`config.mk`:
```
export PLATFORM = sky130hd
export DESIGN_NAME = irq_mask_unit
export DESIGN_NICKNAME = d
export VERILOG_FILES = /design/src/rtl/irq_mask_unit_pkg.sv /design/src/rtl/irq_lane_decode.sv /design/src/rtl/irq_enable_reg.sv /design/src/rtl/irq_status_reg.sv /design/src/rtl/irq_out_eval.sv /design/src/rtl/irq_mask_unit.sv
export SDC_FILE = /design/constraint.sdc
export NUM_CORES = 1
export LEC_CHECK = 0
export ABC_CLOCK_PERIOD_IN_PS = 3000
export CAP_MARGIN = 40
export CORE_MARGIN = 1.5
export CORE_UTILIZATION = 45
export CTS_BUF_LIST = sky130_fd_sc_hd__clkbuf_16
export CTS_CLUSTER_SIZE = 30
export DETAILED_ROUTE_END_ITERATION = 12
export DONT_BUFFER_PORTS = 1
export SLEW_MARGIN = 5
export SYNTH_ARGS = -nofsm -noshare
export SYNTH_HDL_FRONTEND = slang
export SYNTH_SLANG_ARGS = --single-unit
```
`constraint.sdc`:
```
create_clock -name clk -period 3 [get_ports clk]
set_input_delay 0.3 -clock clk [delete_from_list [all_inputs] [get_ports clk]]
set_output_delay 0.3 -clock clk [all_outputs]
set_load 0.02 [all_outputs]
```
`src/rtl/irq_mask_unit_pkg.sv`:
```
package irq_mask_unit_pkg;
  localparam int REG_W     = 32;
  localparam int LANE_W    = 8;
  localparam int NUM_LANES = REG_W / LANE_W;
  localparam int LANE_SEL_W = $clog2(NUM_LANES);

  typedef logic [REG_W-1:0]     word_t;
  typedef logic [NUM_LANES-1:0] lane_vec_t;
endpackage

```
`src/rtl/irq_lane_decode.sv`:
```
module irq_lane_decode
  import irq_mask_unit_pkg::*;
#(
  parameter int          ADDR_W = 12,
  parameter logic [11:0] BASE   = 12'h600
) (
  input  logic              wr_en,
  input  logic [ADDR_W-1:0] wr_addr,
  output lane_vec_t         en_lane_we,
  output lane_vec_t         st_lane_we
);
  localparam int WIN_LSB = LANE_SEL_W + 1;
  localparam logic [ADDR_W-1:0] BASE_W = ADDR_W'(BASE);

  logic in_win;
  assign in_win = wr_en && (wr_addr[ADDR_W-1:WIN_LSB] == BASE_W[ADDR_W-1:WIN_LSB]);

  for (genvar g = 0; g < NUM_LANES; g++) begin : g_lane
    logic lane_hit;
    assign lane_hit      = in_win && (wr_addr[LANE_SEL_W-1:0] == LANE_SEL_W'(g));
    assign en_lane_we[g] = lane_hit && !wr_addr[LANE_SEL_W];
    assign st_lane_we[g] = lane_hit &&  wr_addr[LANE_SEL_W];
  end
endmodule

```
`src/rtl/irq_enable_reg.sv`:
```
module irq_enable_reg
  import irq_mask_unit_pkg::*;
#(
  parameter logic [31:0] IMPL_MASK = 32'h8000_4040
) (
  input  logic              clk,
  input  logic              rst,
  input  lane_vec_t         lane_we,
  input  logic [LANE_W-1:0] wr_data,
  output word_t             en_d,
  output word_t             en_q
);
  for (genvar g = 0; g < NUM_LANES; g++) begin : g_lane
    localparam logic [LANE_W-1:0] LM = IMPL_MASK[g*LANE_W +: LANE_W];
    assign en_d[g*LANE_W +: LANE_W] = lane_we[g] ? (wr_data & LM)
                                                 : en_q[g*LANE_W +: LANE_W];


    en_lane_load_chk: assert property (@(posedge clk) disable iff (rst)
      lane_we[g] |=> en_q[g*LANE_W +: LANE_W] == ($past(wr_data) & LM));
  end

  always_ff @(posedge clk) begin
    if (rst) en_q <= '0;
    else     en_q <= en_d;
  end
endmodule

```
`src/rtl/irq_status_reg.sv`:
```
module irq_status_reg
  import irq_mask_unit_pkg::*;
#(
  parameter logic [31:0] IMPL_MASK = 32'h8000_4040
) (
  input  logic              clk,
  input  logic              rst,
  input  lane_vec_t         lane_we,
  input  logic [LANE_W-1:0] wr_data,
  input  word_t             set_vec,
  output word_t             st_d,
  output word_t             st_q
);
  for (genvar g = 0; g < NUM_LANES; g++) begin : g_lane
    localparam logic [LANE_W-1:0] LM = IMPL_MASK[g*LANE_W +: LANE_W];
    logic [LANE_W-1:0] clr;
    assign clr = lane_we[g] ? wr_data : '0;
    // set after clear: an event beats a simultaneous clear
    assign st_d[g*LANE_W +: LANE_W] =
      ((st_q[g*LANE_W +: LANE_W] & ~clr) | set_vec[g*LANE_W +: LANE_W]) & LM;


    st_w1c_chk: assert property (@(posedge clk) disable iff (rst)
      lane_we[g] |=> (st_q[g*LANE_W +: LANE_W] & $past(wr_data)
                      & ~$past(set_vec[g*LANE_W +: LANE_W])) == '0);
  end

  always_ff @(posedge clk) begin
    if (rst) st_q <= '0;
    else     st_q <= st_d;
  end
endmodule

```
`src/rtl/irq_out_eval.sv`:
```
module irq_out_eval
  import irq_mask_unit_pkg::*;
#(
  parameter logic [31:0] IMPL_MASK = 32'h8000_4040
) (
  input  logic  clk,
  input  logic  rst,
  input  logic  refresh,
  input  word_t en_d,
  input  word_t st_d,
  output logic  irq
);
  always_ff @(posedge clk) begin
    if (rst)          irq <= 1'b0;
    else if (refresh) irq <= |(en_d & st_d & IMPL_MASK);
  end
endmodule

```
`src/rtl/irq_mask_unit.sv`:
```
module irq_mask_unit
  import irq_mask_unit_pkg::*;
#(
  parameter int          ADDR_W        = 12,
  parameter logic [11:0] BASE          = 12'h600,
  parameter logic [31:0] IMPL_MASK     = 32'h8000_4040,
  parameter int          DONE_BIT      = 31,
  parameter int          VBL_BIT       = 14,
  parameter logic [3:0]  REFRESH_LANES = 4'b1010
) (
  input  logic              clk,
  input  logic              rst,
  input  logic              wr_en,
  input  logic [ADDR_W-1:0] wr_addr,
  input  logic [7:0]        wr_data,
  input  logic              rd_en,
  input  logic [ADDR_W-1:0] rd_addr,
  output logic [7:0]        rd_data,
  input  logic              evt_blit_done,
  input  logic              evt_vblank,
  output logic              irq
);
  localparam int WIN_LSB = LANE_SEL_W + 1;
  localparam logic [ADDR_W-1:0] BASE_W = ADDR_W'(BASE);

  lane_vec_t en_we, st_we;
  word_t     en_d, en_q, st_d, st_q, set_vec;
  logic      refresh;

  irq_lane_decode #(.ADDR_W(ADDR_W), .BASE(BASE)) u_dec (
    .wr_en(wr_en), .wr_addr(wr_addr), .en_lane_we(en_we), .st_lane_we(st_we));

  irq_enable_reg #(.IMPL_MASK(IMPL_MASK)) u_en (
    .clk(clk), .rst(rst), .lane_we(en_we), .wr_data(wr_data),
    .en_d(en_d), .en_q(en_q));

  always_comb begin
    set_vec = '0;
    set_vec[DONE_BIT] = evt_blit_done;
    set_vec[VBL_BIT]  = evt_vblank;
  end

  irq_status_reg #(.IMPL_MASK(IMPL_MASK)) u_st (
    .clk(clk), .rst(rst), .lane_we(st_we), .wr_data(wr_data),
    .set_vec(set_vec), .st_d(st_d), .st_q(st_q));

  assign refresh = evt_blit_done || evt_vblank || (|(st_we & REFRESH_LANES));

  irq_out_eval #(.IMPL_MASK(IMPL_MASK)) u_out (
    .clk(clk), .rst(rst), .refresh(refresh),
    .en_d(en_d), .st_d(st_d), .irq(irq));

  logic  rd_hit;
  word_t rd_word;
  assign rd_hit  = rd_addr[ADDR_W-1:WIN_LSB] == BASE_W[ADDR_W-1:WIN_LSB];
  assign rd_word = rd_addr[LANE_SEL_W] ? st_q : en_q;

  always_ff @(posedge clk) begin
    if (rst)        rd_data <= '0;
    else if (rd_en) rd_data <= rd_hit ? rd_word[{rd_addr[LANE_SEL_W-1:0], 3'b000} +: 8] : 8'h00;
  end


  done_sets_chk: assert property (@(posedge clk) disable iff (rst)
    evt_blit_done |=> st_q[DONE_BIT]);

  vbl_sets_chk: assert property (@(posedge clk) disable iff (rst)
    evt_vblank |=> st_q[VBL_BIT]);

  irq_hold_chk: assert property (@(posedge clk) disable iff (rst)
    !refresh |=> $stable(irq));

  irq_refresh_chk: assert property (@(posedge clk) disable iff (rst)
    refresh |=> irq == |(en_q & st_q & IMPL_MASK));

  impl_only_chk: assert property (@(posedge clk) disable iff (rst)
    ((en_q | st_q) & ~IMPL_MASK) == '0);
endmodule

```
==> run summary <==
The reported max-cap violation count is 0. The initial antenna violation count is 0. The peak supply drop is 0.398 mV. The layout has 122 filler cells. The setup TNS came out at 0 ps.

The number of global-route vias before repair was 482. The full die area is 1650 um^2. The clock latency at the later pin of the worst-skew pair is 230 ps. The async set or reset register ratio after synthesis is 0%. The data arrival time at the worst-slack endpoint came out at 1630 ps. The count of pins over their slew limit is 0. Of all cell types, the one taking the most synthesized area is dfxtp_1.

The area growth from synthesis to layout is 10.0%. The largest net degree at the start of global routing is 12. The path with the worst hold slack has its endpoint at u_en.en_q[14]. The setup clock skew after layout came out at 1.11 ps. The width of the die is 40.7 um. In this run the standard cell core region covers 1320 um^2. The minimum clock period after layout is 1490 ps. The setup slack of the most critical reg-to-reg path is 1800 ps. The clock share of power came out at 60.6%. TritonCTS built the clock tree. The number of warning messages in the yosys log is 0.

In this run the worst path has a maximum fanout of 5. The number of antenna diodes in the final layout is 0. The I/O pin total came out at 47.

The hold violation count in the final report is 0. Setup repair after global routing left no endpoint under its margin. The startpoint identified for the worst hold timing path is rst.

The sequential fraction of design power is 33.1%. The number of buffers added to fix hold violations after cts came out at 0. The number of sinks handled by clock tree synthesis came out at 9. In the post-synthesis netlist, the cell with the most instances is dfxtp_1. The flip-flop and latch count after synthesis is 9. The finished cells cover 702 um^2. At the worst endpoint, the required time is 3140 ps. The routed wire length came out at 1350 um.

The hold path depth is 1. The overall power after layout is 0.378 mW. The clock slew at the register clock pins of the worst setup and hold paths is 40 ps.

The vertical die dimension is 40.7 um. The setup path with the least slack is of type input pin to register. The flow ran to the end, and the final reports show no timing, DRC or antenna violations. The global routing usage summed across all routing layers came out at 19.3%. After detailed routing, the average wire length per cell comes to 14.8 um. The ratio of final minimum period to clock period is 49.7%. The setup-violating endpoint count in the final report is 0. The type of the tightest min-delay check is input pin to register. The proportion of netlist area held by the largest area contributor is 28.2%. After synthesis the cells add up to 638 um^2. Cell internal power was estimated by the tool at 0.307 mW.

The global route total overflow came out at 0. The buffer cell driving the clock tree root is clkbuf_16. Once placement finished, the instance area stood at 623 um^2. The post-cts repair resize count came out at 0. In this run the remaining antenna-violating nets after routing total 0. The proportion of power drawn by combinational gates is 6.3%. The mean post-synth cell area is 8.51 um^2. In the synthesized netlist, the cells that appear most often are dfxtp_1, a21oi_1, buf_4, nor2_1, nand4_1.

The ratio of total power to cell area is 538 nW/um^2. Yosys mapped a number of flops with a built-in enable equal to 0. In this run the number of H-tree levels came out at 1. Synthesis produced a netlist whose cell count is 75. The detailed router finished its first iteration with 9 violations. The detailed-routing iteration count for the pre-antenna-repair pass is 4. The maximum buffer depth of the clock tree came out at 2. The floorplan has 13 rows.

In this run the power spent charging and discharging nets is 0.0708 mW. The initial core utilization is 48.4%. The layout cell share with drive strength beyond 1 is 13.2%. The first-pass GRT wire length came out at 2000 um.

After clock tree synthesis, the setup repair step added 0 buffers. Buffers inserted during clock tree synthesis total 3. The capturing point of the worst reg2reg path is u_out.irq. The switching part of the total is 18.7%. The category of the worst setup path launch point is an input pin.

In the synthesized netlist the dominant register cell turns out to be dfxtp_1. The distinct cell type count after synthesis came out at 36. The weighted congestion reported at the end of routability-driven placement came out at 0.793.

The tightest hold path in the finished design has a slack of 132 ps. The final net count is 115. STA classifies the critical path endpoint as a register. After synthesis, the cell types taking the most area are dfxtp_1, buf_4, nand4_1. The startpoint identified for the worst register-to-register timing path is u_en.en_q[31]. The highest attainable clock frequency is 671 MHz.

The remaining routing DRC violations is 0. Sequential elements use 28.2% of the synthesized area. The leakage power is 0.259 nW. The overall via count from detail_route came out at 559.

Port buffering added 0 buffers. Dividing the detail-routed via count by the number of cells gives 6.14. The estimated wirelength of the detail-placed design is 1050 um. Counting cells, the worst reg-to-reg path comes to 3.
[final cells by class]
class	instances	area, um^2	share of cell area (%)
clock buffers	3	75.1	10.7
clock inverters	1	3.75	0.535
inverters	2	7.51	1.07
multi-input cells	61	417	59.4
flip-flops and latches	9	180	25.7
well taps	15	18.8	2.67
[power groups by stage]
stage	sequential (mW)	combinational, mW	clock [mW]
after floorplan	0.126	0.0309	0
after global placement	0.127	0.0235	0
after detailed placement	0.127	0.0236	0
after CTS	0.125	0.0238	0.234
after global routing	0.125	0.0270	0.237
final	0.125	0.0239	0.229
[worst max path at each step]
| stage | slack (ps) | to | from |
|---|---|---|---|
| 3_3_place_gp | 1310 | u_out.irq | wr_addr[4] |
| 3_5_place_dp | 1290 | u_out.irq | wr_addr[4] |
| 6_report | 1510 | u_out.irq | wr_addr[4] |
| 2_1_floorplan | 1380 | u_out.irq | wr_addr[4] |
| 5_1_grt | 1410 | u_out.irq | wr_addr[4] |
| 4_1_cts | 1490 | u_out.irq | wr_addr[4] |
[logic make-up (layout without fill, tap and decap cells)]
group                  after synthesis  in the layout  synth area share [%]
other                                1              6                 0.588
DFF                                  9              9                  28.2
AOI/OAI and AO/OA                   16             16                  15.7
muxes                                4              4                  8.43
buffers and inverters               10              6                  9.41
and+or+nand+nor                     35             35                  37.6
[layout by cell type, fill, tap and decap left out, types with 2 or more instances in the layout]
cell type and instances:
a21oi_1 6, and4b_1 2, clkbuf_16 3, conb_1 6, dfxtp_1 9, inv_1 2
mux2i_1 2, nand2_1 2, nand2b_1 2, nand3_1 2, nand4_1 5, nor2_1 6
nor2b_1 2, nor3b_1 3, nor4b_1 2, o21ai_0 3, o22ai_1 2
[critical path, cell delays in order]
cell and delay (ps):
nor4_4 310, and4_4 300, nor2_2 40, o41a_1 410
a311oi_1 270
[per-layer routing]
metal / wire (um) / global-route usage, %
met1: 537 / 22.7
met2: 676 / 30.6
met3: 108 / 7.07
met4: 26 / 10.0
met5: 0 / 0
[registers in the layout, indices dropped and copies added, names as in the netlist]
name / cells
u_out.irq: 1
rd_data: 2
u_en.en_q: 3
u_st.st_q: 3
[stage by stage]
stage	setup WS (ps)	util (%)	std cells
after floorplan	1380	-	80
after global placement	1310	47.3	87
after detailed placement	1290	47.3	87
after CTS	1490	53.3	91
after global routing	1410	53.3	91
final	1510	53.3	91
Power figures use the tool's default switching activity.
